===== config.mk =====
export PLATFORM = sky130hd
export DESIGN_NAME = rom_entry_walker
export DESIGN_NICKNAME = d
export VERILOG_FILES = /design/src/rtl/rom_walk_pkg.sv /design/src/rtl/entry_guard.sv /design/src/rtl/port_field_decode.sv /design/src/rtl/rom_entry_walker.sv
export SDC_FILE = /design/constraint.sdc
export NUM_CORES = 1
export LEC_CHECK = 0
export BUFFER_PORTS_ARGS = -buffer_cell sky130_fd_sc_hd__buf_2
export CAP_MARGIN = 20
export CELL_PAD_IN_SITES_DETAIL_PLACEMENT = 1
export CELL_PAD_IN_SITES_GLOBAL_PLACEMENT = 2
export CORE_AREA = 2 2 114 116
export CTS_BUF_LIST = sky130_fd_sc_hd__clkbuf_16
export DETAILED_ROUTE_END_ITERATION = 8
export DIE_AREA = 0 0 116 118
export PLACE_DENSITY_LB_ADDON = 0.3
export SYNTH_ARGS = -nofsm -noshare
export SYNTH_HDL_FRONTEND = slang
export SYNTH_SLANG_ARGS = --single-unit

===== constraint.sdc =====
create_clock -name clk -period 4.2 [get_ports clk]
set_input_delay 0.42 -clock clk [delete_from_list [all_inputs] [get_ports clk]]
set_output_delay 0.42 -clock clk [all_outputs]
set_load 0.05 [all_outputs]

===== src/rtl/rom_walk_pkg.sv =====
// Shared types and codes for the ROM entry list walker.
// Assumes byte-wide ROM data; positions are ADDR_W bits in the top module.
package rom_walk_pkg;
    typedef enum logic [2:0] {
        ST_IDLE,
        ST_CHECK,
        ST_LEN,
        ST_HDR,
        ST_LINK,
        ST_PEER
    } walk_state_t;

    localparam logic [1:0] ERR_NONE    = 2'd0;
    localparam logic [1:0] ERR_OVERRUN = 2'd1;
    localparam logic [1:0] ERR_LENGTH  = 2'd2;

    localparam int IDX_W = 6;

    typedef struct packed {
        logic [IDX_W-1:0] port;
        logic             disabled;
        logic             link;
        logic             has_dual;
        logic [IDX_W-1:0] dual_port;
    } port_rec_t;
endpackage


===== src/rtl/entry_guard.sv =====
// Bounds check for one entry: flags an overrun when the length is zero,
// when only one byte remains at the position, or when the entry would
// run past the end. Assumes pos < size on entry (checked by the caller).
module entry_guard #(
    parameter int ADDR_W = 11
) (
    input  logic [ADDR_W-1:0] pos,
    input  logic [ADDR_W-1:0] size,
    input  logic [7:0]        len,
    output logic              overrun
);
    logic [ADDR_W:0] end_pos;
    logic [ADDR_W:0] next_pos;

    // Extended-width sums so the comparisons cannot wrap.
    always_comb begin
        end_pos  = {1'b0, pos} + (ADDR_W+1)'(len);
        next_pos = {1'b0, pos} + (ADDR_W+1)'(1);
        overrun  = (len == 8'd0) || (next_pos == {1'b0, size}) ||
                   (end_pos > {1'b0, size});
    end
endmodule


===== src/rtl/port_field_decode.sv =====
// Splits the header, link and peer bytes of an entry into record fields.
// Assumes the three bytes are presented together; fields of a disabled
// port are forced to zero, and the partner index is zero without a partner.
module port_field_decode
    import rom_walk_pkg::*;
(
    input  logic [7:0] hdr_byte,
    input  logic [7:0] link_byte,
    input  logic [7:0] peer_byte,
    output logic       is_port,
    output port_rec_t  rec
);
    // Field extraction by bit position within each byte.
    always_comb begin
        is_port       = hdr_byte[7];
        rec.port      = hdr_byte[IDX_W-1:0];
        rec.disabled  = hdr_byte[6];
        rec.link      = hdr_byte[6] ? 1'b0 : link_byte[4];
        rec.has_dual  = hdr_byte[6] ? 1'b0 : link_byte[7];
        rec.dual_port = rec.has_dual ? peer_byte[IDX_W-1:0] : '0;
    end
endmodule


===== src/rtl/rom_entry_walker.sv =====
// Walks the entry chain after a fixed header in a ROM image read through a
// one-cycle-latency port, emitting one record per port entry and ending
// with a done pulse or an error pulse with a code.
// Assumes the ROM returns rd_data on the cycle after rd_en is asserted.
module rom_entry_walker
    import rom_walk_pkg::*;
#(
    parameter int ADDR_W    = 11,
    parameter int START_POS = 22,
    parameter int PORT_LEN  = 8
) (
    input  logic              clk,
    input  logic              rst_n,
    input  logic              start,
    input  logic [ADDR_W-1:0] rom_size,
    output logic              rd_en,
    output logic [ADDR_W-1:0] rd_addr,
    input  logic [7:0]        rd_data,
    output logic              busy,
    output logic              rec_valid,
    output logic [IDX_W-1:0]  rec_port,
    output logic              rec_disabled,
    output logic              rec_link,
    output logic              rec_has_dual,
    output logic [IDX_W-1:0]  rec_dual_port,
    output logic              walk_done,
    output logic              walk_err,
    output logic [1:0]        err_code
);
    localparam logic [ADDR_W-1:0] FIRST_POS = ADDR_W'(START_POS);
    localparam logic [7:0]        PLEN      = 8'(PORT_LEN);

    walk_state_t       state;
    logic [ADDR_W-1:0] pos;
    logic [ADDR_W-1:0] size_q;
    logic [7:0]        len_q;
    logic [7:0]        hdr_q;
    logic [7:0]        link_q;
    logic [7:0]        hdr_mux;
    logic              overrun;
    logic              is_port;
    port_rec_t         dec_rec;
    port_rec_t         rec_q;
    logic [ADDR_W-1:0] pos_next;

    entry_guard #(.ADDR_W(ADDR_W)) guard_i (
        .pos     (pos),
        .size    (size_q),
        .len     (rd_data),
        .overrun (overrun)
    );

    port_field_decode decode_i (
        .hdr_byte  (hdr_mux),
        .link_byte (link_q),
        .peer_byte (rd_data),
        .is_port   (is_port),
        .rec       (dec_rec)
    );

    // Header byte is live from the port in ST_HDR, held afterwards.
    always_comb hdr_mux = (state == ST_HDR) ? rd_data : hdr_q;

    // Position of the following entry.
    always_comb pos_next = pos + ADDR_W'(len_q);

    // Read request for the byte each state needs next.
    always_comb begin
        rd_en   = 1'b0;
        rd_addr = pos;
        unique case (state)
            ST_CHECK: begin
                rd_en   = (pos < size_q);
                rd_addr = pos;
            end
            ST_LEN: begin
                rd_en   = !overrun;
                rd_addr = pos + ADDR_W'(1);
            end
            ST_HDR: begin
                rd_en   = is_port && !rd_data[6] && (len_q == PLEN);
                rd_addr = pos + ADDR_W'(2);
            end
            ST_LINK: begin
                rd_en   = 1'b1;
                rd_addr = pos + ADDR_W'(3);
            end
            default: ;
        endcase
    end

    // Walk sequencer: position, captured bytes and end/record pulses.
    always_ff @(posedge clk) begin
        if (!rst_n) begin
            state     <= ST_IDLE;
            pos       <= '0;
            size_q    <= '0;
            len_q     <= '0;
            hdr_q     <= '0;
            link_q    <= '0;
            rec_q     <= '0;
            rec_valid <= 1'b0;
            walk_done <= 1'b0;
            walk_err  <= 1'b0;
            err_code  <= ERR_NONE;
        end else begin
            rec_valid <= 1'b0;
            walk_done <= 1'b0;
            walk_err  <= 1'b0;
            err_code  <= ERR_NONE;
            unique case (state)
                ST_IDLE: begin
                    if (start) begin
                        size_q <= rom_size;
                        pos    <= FIRST_POS;
                        state  <= ST_CHECK;
                    end
                end
                ST_CHECK: begin
                    if (pos >= size_q) begin
                        walk_done <= 1'b1;
                        state     <= ST_IDLE;
                    end else begin
                        state <= ST_LEN;
                    end
                end
                ST_LEN: begin
                    len_q <= rd_data;
                    if (overrun) begin
                        walk_err <= 1'b1;
                        err_code <= ERR_OVERRUN;
                        state    <= ST_IDLE;
                    end else begin
                        state <= ST_HDR;
                    end
                end
                ST_HDR: begin
                    hdr_q <= rd_data;
                    if (!is_port) begin
                        pos   <= pos_next;
                        state <= ST_CHECK;
                    end else if (dec_rec.disabled) begin
                        rec_q     <= dec_rec;
                        rec_valid <= 1'b1;
                        pos       <= pos_next;
                        state     <= ST_CHECK;
                    end else if (len_q != PLEN) begin
                        walk_err <= 1'b1;
                        err_code <= ERR_LENGTH;
                        state    <= ST_IDLE;
                    end else begin
                        state <= ST_LINK;
                    end
                end
                ST_LINK: begin
                    link_q <= rd_data;
                    state  <= ST_PEER;
                end
                ST_PEER: begin
                    rec_q     <= dec_rec;
                    rec_valid <= 1'b1;
                    pos       <= pos_next;
                    state     <= ST_CHECK;
                end
                default: state <= ST_IDLE;
            endcase
        end
    end

    assign busy          = (state != ST_IDLE);
    assign rec_port      = rec_q.port;
    assign rec_disabled  = rec_q.disabled;
    assign rec_link      = rec_q.link;
    assign rec_has_dual  = rec_q.has_dual;
    assign rec_dual_port = rec_q.dual_port;
endmodule


### Word-level counts from Yosys, hierarchy flattened

Cells that the tools add are included.

* register bits: 69
* bits of input ports: 22
* output and inout bits: 33
* logic and storage cells: 85

* add/sub/neg operators: 6
* $lt $le $gt $ge: 3
* equal/unequal tests: 12
* mux-type cells: 34
* reductions and logical operators: 15

Operators by type and width (number)
* case mux 11 bit (3 select lines): 2
* 2-to-1 mux 11 bit: 3
* 2-to-1 mux 15 bit: 2
* case mux 15 bit (2 select lines): 1
* adder 11 x 2 -> 11 bit, second input constant: 2
* case mux 3 bit (6 select lines): 1
* adder 11 x 1 -> 12 bit, second input constant: 1
* adder 11 x 8 -> 12 bit: 1
* == test 12 x 11 -> 1 bit: 1
* greater-than comparator 12 x 11 -> 1 bit: 1
* 2-to-1 mux 3 bit: 4
* adder 11 x 1 -> 11 bit, second input constant: 1
* adder 11 x 8 -> 11 bit: 1
* greater-or-equal comparator 11 bit: 1
* < comparator 11 bit: 1
* 2-to-1 mux 1 bit: 10
* 2-to-1 mux 2 bit: 5
* == test 8 x 4 -> 1 bit, second input constant: 1
* zero test 8 bit: 1
* 2-to-1 mux 8 bit: 1
* inequality test 8 x 4 -> 1 bit, second input constant: 1
* == test 3 x 2 -> 1 bit, second input constant: 2
* == test 3 bit, second input constant: 2
* 2-to-1 mux 6 bit: 1
* 15 further kinds: 23

### Logic depth before layout (Yosys ltp)

* depth in word-level cells: 7
* depth in mapped cells: 17

### Cells and area by module

From an unflattened synthesis, not the netlist that was laid out.

* cell total of the unflattened synthesis: 603
* area, all modules: 4688.2 µm²

Modules (own cells, without submodules)
* rom_entry_walker: instances 1, cells an instance 446, area each 3550.9 µm², sequential area each 1381.3 µm²
* entry_guard: instances 1, cells an instance 141, area each 1012.2 µm², sequential area each 0.0 µm²
* port_field_decode: instances 1, cells an instance 16, area each 125.1 µm², sequential area each 0.0 µm²

### Worst setup path before layout

No wires, ideal clock.

* path type: input port to output port
* from: input rd_data[0]
* to: output rd_en
* data arrival time: 3374 ps
* path slack: 406 ps
* cell stages on the path: 17
* path buffers: 0
* path through: ha_1 > fa_1 > a21o_1 > a21oi_1 > o21ai_0 > a21oi_1 > nor2_1 > o21ai_0 > xnor2_1 > ha_1 > nand4_1 > nor3_1 > a21oi_1 > o21ai_0 > and3_2 > and3_1 > or2_1

* longest elaborated chain between the ends: 5
* elaborated cells between the ends (all ways): 7
* classes of those cells: add/sub (1); order compare (1); mux (1); reduce/logical (4)

RTL lines
* from (decl): line rom_entry_walker.sv:18 `input logic [7:0] rd_data,`
* adder 11 x 8 -> 12 bit or zero test 8 bit (tied branches): line entry_guard.sv:17, entry_guard.sv:19
* greater-than comparator 12 x 11 -> 1 bit or logical OR 1 bit (tied branches): line entry_guard.sv:20, entry_guard.sv:19
* logical OR 1 bit (*): line entry_guard.sv:19 `overrun = (len == 8'd0) || (next_pos == {1'b0, size}) ||`
* zero test 1 bit (*): line rom_entry_walker.sv:77 `rd_en = !overrun;`
* case mux 1 bit (4 select lines) (*): line rom_entry_walker.sv:71 `unique case (state)`
* to (decl): line rom_entry_walker.sv:16 `output logic rd_en,`

Mark *: on every way between the ends. The rest lies on a longest branch, timed or not.

### Worst setup path in the final report

* from: register pos[0]
* to: output rd_en

* longest elaborated chain between the ends: 6
* elaborated cells between the ends (all ways): 9
* classes of those cells: add/sub (2); order compare (2); eq/ne (1); mux (1); reduce/logical (3)

RTL lines
* from (decl): line rom_entry_walker.sv:34 `logic [ADDR_W-1:0] pos;`
* from (signal assigned): line rom_entry_walker.sv:140 `pos <= pos_next;`
* from (signal assigned): line rom_entry_walker.sv:145 `pos <= pos_next;`
* from (signal assigned): line rom_entry_walker.sv:162 `pos <= pos_next;`
* branches (longest 5 deep; another with adder 11 x 8 -> 12 bit)
* case mux 1 bit (4 select lines) (*): line rom_entry_walker.sv:71

Every way passes the cells marked *.

==> impl_metrics.py <==
metrics = {
    "cts": {
        "cts_tree": "built",
        "cts_num_sinks": 62,
        "numCtsBuffers": 9,
        "htreeDepth": 3,
        "max-clock-path-buffers": 2,
        "clk_latency_ns": 0.34,
        "cts-root-buf": "clkbuf_16",
        "path_clk_slew_ns": 0.06,
    },
    "place": {
        "dp_hpwl_microns": 10800,
        "dp.cells": 742,
        "gp_congestion": 0.832,
        "post-place-ws_ns": -0.0430,
        "port-buffer-count": 54,
    },
    "floorplan": {
        "die-area_sq_mm": 0.0137,
        "ios": 55,
        "core.rowCount": 41,
        "coreArea_sq_mm": 0.0124,
        "start_util_pct": 33.7,
        "die_x_microns": 116,
        "die_height_microns": 118,
    },
    "hold_path": {
        "hold_start": "rom_size[0]",
        "hold_path_end": "size_q[0]",
        "hold_path.class": "primary input to register",
        "hold_depth": 3,
    },
    "synthesis": {
        "netlist_area_sq_mm": 0.00418,
        "syn_inst": 524,
        "synth_edf_count": 0,
        "synth_ff_type": "dfxtp_1",
        "ys_async_sr_fraction_pct": 0,
        "synth-seq-cells": 62,
        "synth_cell_types": 52,
        "yosys.area.top_type_share_pct": 29.7,
        "yosysTopAreaCell": "dfxtp_1",
        "avgSynthCellArea_sq_um": 7.98,
        "syn-num-nets": 590,
        "seq_area_frac_synth_pct": 29.7,
        "synthTopCellsByArea": "dfxtp_1 30%, ha_1 12%, nand2_1 5.4%",
        "ys.warnings.count": 0,
    },
    "setup_path": {
        "end_kind": "primary output",
        "worst-endpoint-required_ns": 3.78,
        "path_buf_inv": 3,
        "path_class": "register to primary output",
        "path_max_fanout": 3,
        "cp_cell_sequence": "ha_2, fa_2, a21o_1, a21oi_2, buf_4, buf_4, o21bai_1, a211oi_1, a21oi_1, ha_1, nand4_1, nor3_2, a21oi_1, o21ai_1, and3_4, and3_4, or2_1, buf_6",
        "r2r-start": "pos[0]",
        "max_stage_delay_ns": 0.35,
        "worstRegToRegCells": 17,
        "arrival_ns": 3.59,
        "cp_slowest_cell": "fa_2",
        "crit_family": "compound AO/OA/AOI/OAI gates",
        "start_kind": "register",
        "r2r_end": "walk_err",
        "r2r_slack_ns": 0.92,
    },
    "sta": {
        "min_period_ns": 4.01,
        "whs_ns": 0.318,
        "slew_headroom_pct": 44.7,
        "setup_ws_ns": 0.194,
        "finalSetupViolations": 0,
        "tightest_slew_ns": 0.829,
        "rsz0062_at_grt": "no",
        "fin_worst_skew_ns": 0.00961,
        "finalHoldViolations": 0,
        "fmax_mhz": 250,
        "report.final.slew_viol_count": 0,
        "fin_crit_sh_pct": 95.4,
    },
    "power": {
        "leakagePower_uw": 0.00218,
        "ir_drop_mv": 0.196,
        "powerDensity_mw_per_mm2": 375,
    },
    "finish": {
        "area_delta_synth_final_pct": 20.0,
        "nets": 649,
        "stdcell_count": 759,
        "drive_gt1_share_pct": 16.9,
        "antennaDiodeCount": 0,
    },
    "flow_run": {
        "maxCapViolations": 0,
    },
    "drt": {
        "vias": 4010,
        "drc_errors": 0,
        "wl_per_cell_microns": 18.1,
        "detail_route.vias_per_cell": 5.28,
        "ant_nets": 0,
        "drt-initial-drc-count": 136,
        "dr.pass1.iters": 4,
        "wirelength_microns": 13800,
    },
    "global_route": {
        "grt_pass1_wl_microns": 22000,
        "track_usage_pct": 21.0,
        "gr-total-overflow": 0,
        "grt_pass1_vias": 4173,
        "antenna_found_initial": 0,
        "grt_max_degree": 35,
    },
    "outcome": {
        "status": "finished, final reports clean",
    },
}
[metrics by stage]
stage	area, sq um	power [uW]	TNS (ns)	util (%)
after floorplan	4180	949	0	-
after global placement	4660	1080	0	37.5
after CTS	4980	1900	0	40.1
after global routing	5020	1990	0	40.4
final	5020	1880	0	40.4
after detailed placement	4660	1090	-0.0430	37.5
[sequential cells by signal, summed over array words and instances, names as in the netlist, 3 cells and up]
register / cells
hdr_q: 7
size_q: 11
len_q: 8
pos: 11
state: 3
rec_port: 6
rec_dual_port: 6
[what timing repair did]
action / in CTS / in global routing
endpoints found under the setup margin: 1 / 1
buffers inserted: 0 / 2
pin swaps: 3 / 8
hold buffers: 0 / 0
resized for setup: 8 / 6
[metal layers]
metal / track usage [%] / wire [microns]
met3: 5.10 / 459
met2: 33.0 / 6380
met5: 0 / 0
met1: 27.1 / 6450
met4: 9.38 / 476
[placed cells by master, fill, tap and decap left out, types with 7 or more instances in the layout]
cell / n
a211oi_1: 12
a21oi_1: 38
a22oi_1: 14
buf_2: 53
buf_4: 19
clkbuf_16: 9
dfxtp_1: 62
ha_1: 40
inv_1: 28
mux2i_1: 12
nand2_1: 60
nand2b_1: 8
nand3_1: 14
nand4_1: 7
nor2_1: 53
nor3_1: 13
nor4_1: 8
o21a_1: 8
o21ai_0: 20
xnor2_1: 19
xor2_1: 13
[worst min-delay path, delay by kind of cell]
family	cells	cell delay (ns)
compound gates	1	0.05
buf+inv	1	0.09
simple gates	1	0.04
[report_power, final]
part	leakage [uW]	internal [uW]	switching, uW
combinational	0.00153	162	282
clock	0.000148	510	282
sequential	0.000503	613	31.9
[cell families after synthesis]
kind of cell / synth area share (%)
xor gates and xnor gates: 6.71
buffers and inverters: 5.57
adders and majority gates: 13.7
and+or+nand+nor: 22.2
AOI/OAI and AO/OA: 18.9
DFF: 29.7
muxes: 3.23
[area by class of cell]
class,instances,area [sq um]
Fill cell,1545,7400
Multi-Input combinational cell,410,2740
Sequential cell,62,1240
Timing Repair Buffer,73,419
Clock buffer,9,225
Tap cell,172,215
Inverter,27,101
Clock inverter,6,78.8
[worst max path at each step]
| stage | from | to | cells past startpoint |
|---|---|---|---|
| detailed placement | rd_data[0] | rd_en | 19 |
| finish | pos[0] | rd_en | 18 |
| global placement | rd_data[0] | rd_en | 19 |
| global route | pos[0] | rd_en | 18 |
| CTS | pos[0] | rd_en | 18 |
| floorplan | rd_data[0] | rd_en | 17 |
[synthesized netlist by cell type (2+ instances only)]
cell and n:
a211oi_1 12, a21o_1 4, a21oi_1 40, a221oi_1 3, a22oi_1 14, a31oi_1 6, and2_1 5, and3_1 3
and3_2 2, buf_2 2, buf_6 2, clkbuf_1 18, clkbuf_8 2, dfxtp_1 62, fa_1 3, ha_1 41
inv_1 27, mux2i_1 12, nand2_1 60, nand2b_1 8, nand3_1 14, nand4_1 7, nor2_1 53, nor2b_1 6
nor3_1 14, nor3b_1 2, nor4_1 8, o211ai_1 3, o21a_1 8, o21ai_0 24, o21bai_1 2, o31ai_1 3
or2_2 2, or3_1 2, or4_1 3, xnor2_1 19, xor2_1 13
No activity file was read; power rests on OpenSTA's default activity.
